`src/rtl/rts_pkg.sv`:
```
package rts_pkg;
  typedef enum logic [2:0] {
    OP_NOP = 3'd0,
    OP_RD  = 3'd1,
    OP_WR  = 3'd2,
    OP_BST = 3'd3,
    OP_PRE = 3'd4
  } op_e;

  localparam int NUM_OPS = 5;
endpackage

```
`src/rtl/rts_slot.sv`:
```
module rts_slot #(
  parameter int W = 16
) (
  input  logic         clk,
  input  logic         rst_n,
  input  logic         in_valid,
  output logic         in_ready,
  input  logic [W-1:0] in_data,
  output logic         out_valid,
  output logic [W-1:0] out_data,
  input  logic         pop
);
  logic         full_q;
  logic [W-1:0] data_q;

  assign in_ready  = !full_q;
  assign out_valid = full_q;
  assign out_data  = data_q;

  always_ff @(posedge clk) begin
    if (!rst_n) begin
      full_q <= 1'b0;
      data_q <= '0;
    end else if (in_valid && !full_q) begin
      full_q <= 1'b1;
      data_q <= in_data;
    end else if (pop) begin
      full_q <= 1'b0;
    end
  end
endmodule

```
`src/rtl/rts_ctl.sv`:
```
module rts_ctl
  import rts_pkg::*;
#(
  parameter int BL   = 8,
  parameter int CL   = 3,
  parameter int COLW = 10,
  parameter int PW   = 3
) (
  input  logic            clk,
  input  logic            rst_n,
  input  logic            pend_valid,
  input  logic            pend_write,
  input  logic [COLW-1:0] pend_col,
  input  logic [PW-1:0]   pend_pairs,
  input  logic            pend_ap,
  input  logic            pend_pre,
  output op_e             op_nxt,
  output logic [COLW-1:0] col_nxt,
  output logic            ap_nxt,
  output logic            pop,
  output logic            cut_owed
);
  localparam int BLH = BL / 2;
  localparam int CW  = $clog2(BLH + 1);
  localparam int HW  = $clog2(CL + 2);

  logic          open_q, open_d;
  logic          owed_q, owed_d;
  logic          pre_q, pre_d;
  logic [CW-1:0] pairs_q, pairs_d;
  logic [CW-1:0] cnt_q, cnt_d;
  logic [HW-1:0] hold_q, hold_d;

  logic          rd_wait, wr_wait, at_point, take_rd;
  logic [CW-1:0] eff_pairs;

  assign rd_wait  = pend_valid && !pend_write;
  assign wr_wait  = pend_valid && pend_write;
  assign at_point = open_q && (cnt_q == pairs_q - CW'(1));
  assign cut_owed = open_q && owed_q;

  always_comb begin
    if (pend_ap || pend_pairs == '0 || int'(pend_pairs) > BLH)
      eff_pairs = CW'(BLH);
    else
      eff_pairs = CW'(pend_pairs);
  end

  always_comb begin
    op_nxt  = OP_NOP;
    col_nxt = pend_col;
    ap_nxt  = pend_ap;
    pop     = 1'b0;
    take_rd = 1'b0;
    open_d  = open_q;
    owed_d  = owed_q;
    pre_d   = pre_q;
    pairs_d = pairs_q;
    cnt_d   = (cnt_q != CW'(BLH)) ? cnt_q + CW'(1) : cnt_q;
    hold_d  = (hold_q != '0) ? hold_q - HW'(1) : hold_q;

    if (open_q) begin
      if (at_point) begin
        if (rd_wait) begin
          take_rd = 1'b1;
        end else begin
          open_d = 1'b0;
          owed_d = 1'b0;
          hold_d = HW'(CL + 1);
          if (owed_q) op_nxt = pre_q ? OP_PRE : OP_BST;
        end
      end
    end else if (rd_wait) begin
      take_rd = 1'b1;
    end else if (wr_wait && hold_q <= HW'(1)) begin
      op_nxt = OP_WR;
      pop    = 1'b1;
    end

    if (take_rd) begin
      op_nxt  = OP_RD;
      pop     = 1'b1;
      open_d  = 1'b1;
      cnt_d   = '0;
      pairs_d = eff_pairs;
      owed_d  = eff_pairs < CW'(BLH);
      pre_d   = pend_pre && !pend_ap;
    end
  end

  always_ff @(posedge clk) begin
    if (!rst_n) begin
      open_q  <= 1'b0;
      owed_q  <= 1'b0;
      pre_q   <= 1'b0;
      pairs_q <= '0;
      cnt_q   <= '0;
      hold_q  <= '0;
    end else begin
      open_q  <= open_d;
      owed_q  <= owed_d;
      pre_q   <= pre_d;
      pairs_q <= pairs_d;
      cnt_q   <= cnt_d;
      hold_q  <= hold_d;
    end
  end
endmodule

```
`src/rtl/rts_out.sv`:
```
module rts_out
  import rts_pkg::*;
#(
  parameter int COLW = 10
) (
  input  logic                clk,
  input  logic                rst_n,
  input  op_e                 op_nxt,
  input  logic [COLW-1:0]     col_nxt,
  input  logic                ap_nxt,
  output logic [NUM_OPS-1:0]  cmd_o,
  output logic [COLW-1:0]     addr_o,
  output logic                ap_o
);
  logic [NUM_OPS-1:0] hot;
  logic               col_cmd;

  for (genvar i = 0; i < NUM_OPS; i++) begin : g_hot
    assign hot[i] = (int'(op_nxt) == i);
  end

  assign col_cmd = (op_nxt == OP_RD) || (op_nxt == OP_WR);

  always_ff @(posedge clk) begin
    if (!rst_n) begin
      cmd_o  <= NUM_OPS'(1);
      addr_o <= '0;
      ap_o   <= 1'b0;
    end else begin
      cmd_o  <= hot;
      addr_o <= col_cmd ? col_nxt : '0;
      ap_o   <= col_cmd && ap_nxt;
    end
  end
endmodule

```
`src/rtl/rdtrunc_sched.sv`:
```
module rdtrunc_sched
  import rts_pkg::*;
#(
  parameter int BL   = 8,
  parameter int CL   = 3,
  parameter int COLW = 10,
  parameter int PW   = 3
) (
  input  logic            clk,
  input  logic            rst_n,
  input  logic            req_valid,
  output logic            req_ready,
  input  logic            req_write,
  input  logic [COLW-1:0] req_col,
  input  logic [PW-1:0]   req_pairs,
  input  logic            req_ap,
  input  logic            req_pre_cut,
  output logic [4:0]      cmd_o,
  output logic [COLW-1:0] addr_o,
  output logic            ap_o,
  output logic            busy_o
);
  localparam int RW = COLW + PW + 3;

  logic [RW-1:0]   in_word, pend_word;
  logic            pend_valid, pop, cut_owed;
  logic            pend_write, pend_ap, pend_pre;
  logic [COLW-1:0] pend_col, col_nxt;
  logic [PW-1:0]   pend_pairs;
  logic            ap_nxt;
  op_e             op_nxt;

  assign in_word = {req_write, req_ap, req_pre_cut, req_pairs, req_col};
  assign {pend_write, pend_ap, pend_pre, pend_pairs, pend_col} = pend_word;
  assign busy_o  = pend_valid || cut_owed;

  rts_slot #(.W(RW)) u_slot (
    .clk(clk), .rst_n(rst_n),
    .in_valid(req_valid), .in_ready(req_ready), .in_data(in_word),
    .out_valid(pend_valid), .out_data(pend_word), .pop(pop)
  );

  rts_ctl #(.BL(BL), .CL(CL), .COLW(COLW), .PW(PW)) u_ctl (
    .clk(clk), .rst_n(rst_n),
    .pend_valid(pend_valid), .pend_write(pend_write), .pend_col(pend_col),
    .pend_pairs(pend_pairs), .pend_ap(pend_ap), .pend_pre(pend_pre),
    .op_nxt(op_nxt), .col_nxt(col_nxt), .ap_nxt(ap_nxt),
    .pop(pop), .cut_owed(cut_owed)
  );

  rts_out #(.COLW(COLW)) u_out (
    .clk(clk), .rst_n(rst_n),
    .op_nxt(op_nxt), .col_nxt(col_nxt), .ap_nxt(ap_nxt),
    .cmd_o(cmd_o), .addr_o(addr_o), .ap_o(ap_o)
  );
endmodule

```
`config.mk`:
```
export PLATFORM = sky130hd
export DESIGN_NAME = rdtrunc_sched
export DESIGN_NICKNAME = d
export VERILOG_FILES = /design/src/rtl/rts_pkg.sv /design/src/rtl/rts_slot.sv /design/src/rtl/rts_ctl.sv /design/src/rtl/rts_out.sv /design/src/rtl/rdtrunc_sched.sv
export SDC_FILE = /design/constraint.sdc
export NUM_CORES = 1
export LEC_CHECK = 0
export BUFFER_PORTS_ARGS = -buffer_cell sky130_fd_sc_hd__buf_2
export CAP_MARGIN = 0
export CORE_ASPECT_RATIO = 1.75
export CORE_MARGIN = 4
export CORE_UTILIZATION = 52
export DETAILED_ROUTE_END_ITERATION = 12
export GPL_TIMING_DRIVEN = 0
export PLACE_DENSITY = 0.82
export SLEW_MARGIN = 10
export SYNTH_ARGS = -nofsm -noshare
export SYNTH_HDL_FRONTEND = slang
export SYNTH_SLANG_ARGS = --single-unit
```
`constraint.sdc`:
```
create_clock -name clk -period 2.4 [get_ports clk]
set_input_delay 0.24 -clock clk [delete_from_list [all_inputs] [get_ports clk]]
set_output_delay 0.24 -clock clk [all_outputs]
set_load 0.01 [all_outputs]
```
==> flow_summary.json <==
{
  "routed_wirelength_um": 3324,
  "nets": 264,
  "grt_pass1_wl_um": 6003,
  "synth.avg_cell_area_sq_um": 8.784,
  "yosysMostFrequentCell": "dfxtp_1",
  "grt_use_total_pct": 18.15,
  "drt_iter0_drc": 16,
  "synth_seq_area_share_pct": 52.59,
  "clock_latency_ps": 300,
  "tns_ps": 0,
  "final_cell_area_sq_mm": 0.002034,
  "drive_gt1_share_pct": 19.25,
  "cts_made_buffers": 5,
  "power.leakage_nw": 0.8732,
  "die_h_um": 83.93,
  "antenna_left": 0,
  "htree_levels": 2,
  "fmax_ghz": 0.5218,
  "die_w_um": 51.39,
  "cp-start-kind": "flip-flop",
  "cts_tree": "built",
  "syn-num-nets": 221,
  "vias_per_cell": 5.014,
  "clockPowerShare_pct": 29.5,
  "placedInstanceArea_sq_mm": 0.001947,
  "cts_buffer_depth": 2,
  "rsz0062_at_grt": "no",
  "clock-sinks": 45,
  "synth_top_cell_area_share_pct": 52.59,
  "p_total_w": 0.001560,
  "synthArstFlopShare_pct": 0,
  "port_buffers": 36,
  "path_max_fanout": 10,
  "antenna_cells": 0,
  "core-area_sq_mm": 0.003176,
  "grt_max_degree": 15,
  "synth_warnings": 0,
  "p_comb_share_pct": 16.8,
  "critPathSlowestCell": "o31a_1",
  "postCtsHoldBufs": 0,
  "ctsResizeCount": 0,
  "overflow": 0,
  "synth_top_area_cell": "dfxtp_1",
  "dieArea_sq_mm": 0.004312,
  "wl_per_cell_um": 11.79,
  "rows": 27,
  "peakVddDrop_mv": 0.5962,
  "hold_violations": 0,
  "fin_crit_ps": 1917,
  "syn_area_sq_mm": 0.001713,
  "crit_chain": "inv_1 -> ha_1 -> xor3_1 -> o31a_1 -> a211oi_2 -> buf_2 -> and2_1",
  "syn_to_final_growth_pct": 18.77,
  "start_util_pct": 53.94,
  "synth_commonest_cells": "dfxtp_1, nand2_1, a21oi_1",
  "vias": 1414,
  "status": "completed",
  "firstDrtPassIters": 4,
  "drv_slew": 0,
  "swShare_pct": 28.09,
  "critPathMaxStageDelay_ps": 400,
  "maxSlewHeadroom_pct": 69.52,
  "internal_power_w": 0.001122,
  "place.gp.congestion": 0.7776,
  "first_global_vias": 1390,
  "drc": 0,
  "synth.ff_latch_count": 45,
  "cp.required_ps": 2640,
  "io_pins": 37,
  "powerDensity_mw_per_mm2": 766.7,
  "finalCritPeriodShare_pct": 79.85,
  "yosys_most_used_dff": "dfxtp_1",
  "synth.distinct_cells": 27,
  "cts_setup_buffers": 0,
  "hold_path.class": "in2reg",
  "clk_pin_slew_worst_paths_ps": 80,
  "p_sw_w": 0.0004382,
  "hold_ws_ps": 169.7,
  "fin_skew_ps": 6.097,
  "synth-edff-count": 0,
  "postSynthCellCount": 195,
  "crit_type": "reg2reg",
  "seqPwrFrac_pct": 53.6,
  "tightest_slew_ps": 457.2,
  "antenna_found_initial": 0,
  "rrSetupSlack_ps": 480,
  "cts_root_buf": "clkbuf_8",
  "endpoint_kind": "flip-flop",
  "hpwl_um": 2442,
  "maxCapViolCount": 0,
  "worst-path-buf-inv": 2,
  "cpLargestDelayFamily": "compound AO/OA/AOI/OAI gates",
  "ys_top_cells_by_area": "dfxtp_1, nand2_1, a21oi_1",
  "cp.arrival_ps": 2160,
  "finalSetupViolCount": 0
}
[per-layer routing]
metal	part of all wire [%]	wire, um	GRT usage (%)	up-vias
li1	-	-	-	721
met1	38	1261	19.48	643
met2	54	1786	30.05	42
met3	5.6	185	5.725	8
met4	2.7	91	10.50	0
met5	0	0	0	-
[stage by stage]
stage	util (%)	setup slack [ps]	cells
finish	64.07	483.5	282
global route	64.07	323.5	282
CTS	64.07	479.5	282
detailed placement	61.31	505.6	274
global placement	61.31	523.4	274
floorplan	-	685.7	195
[path summary, 6_finish.rpt]
kind | start | endpoint | depth (start not counted)
worst max-delay path | u_ctl.pairs_q[0] | u_out.addr_o[7] | 7
worst min-delay path | req_col[3] | u_slot.out_data[3] | 3
worst max register to register | u_ctl.pairs_q[0] | u_out.addr_o[7] | 7
worst min register to register | u_slot.out_data[0] | u_slot.out_data[0] | 2
[placed cells by master, fill, tap and decap left out, drive strengths merged]
cell type   n
nand3       6
nor4b       1
and2       11
nand4b      1
xor3        1
ha          7
o31ai       1
clkbuf     13
o2111ai     1
a21oi      23
o211ai      1
nand2b      1
nor2b       2
nand2      44
xnor2       4
clkinvlp    2
nor3        2
inv        11
o31a        1
a211oi      1
nor2       11
and3        2
mux2i       2
o21ai       7
buf        37
o32ai       1
dfxtp      45
[registers in the layout (all words and copies together), names as in the netlist, 3 cells and up]
register / count
u_slot.out_data: 16
u_out.addr_o: 10
u_out.cmd_o: 5
u_ctl.cnt_q: 3
u_ctl.hold_q: 3
u_ctl.pairs_q: 3
[kinds of logic (layout without fill, tap and decap cells)]
group	after synthesis	in the layout	synth area share [%]
AND/OR/NAND/NOR	81	81	21.26
flip-flops	45	45	52.59
AO/OA/AOI/OAI	36	36	12.20
buffers and inverters	19	63	4.237
adder cells (fa/ha/maj)	7	7	5.113
XOR/XNOR	5	5	3.433
multiplexers	2	2	1.169
[worst reg2reg max path, delay by kind of cell, from the launching register on]
family                     cells  cell delay [ps]
and+or+nand+nor                1              160
xor gates and xnor gates       1              230
AOI/OAI and AO/OA              2              630
buffers and inverters          2              290
DFF                            1              360
adders and majority gates      1              200
[power groups by stage]
stage / clock [W] / combinational, W / sequential, W
floorplan: 0 / 0.000198 / 0.000846
global placement: 0 / 0.000253 / 0.000853
detailed placement: 0 / 0.000263 / 0.000856
CTS: 0.000469 / 0.000266 / 0.000839
global route: 0.000501 / 0.000312 / 0.000848
finish: 0.000460 / 0.000263 / 0.000837
[cell type report]
class / instances / area (sq um)
buffer: 8 / 31.28
clock buffer: 6 / 72.57
clock inverter: 2 / 15.01
fill: 317 / 1141
inverter: 11 / 41.29
multi-input combinational: 131 / 739.5
sequential: 45 / 900.9
tap: 43 / 53.80
timing repair buffer: 36 / 180.2
(Power assumes the default switching activity.)
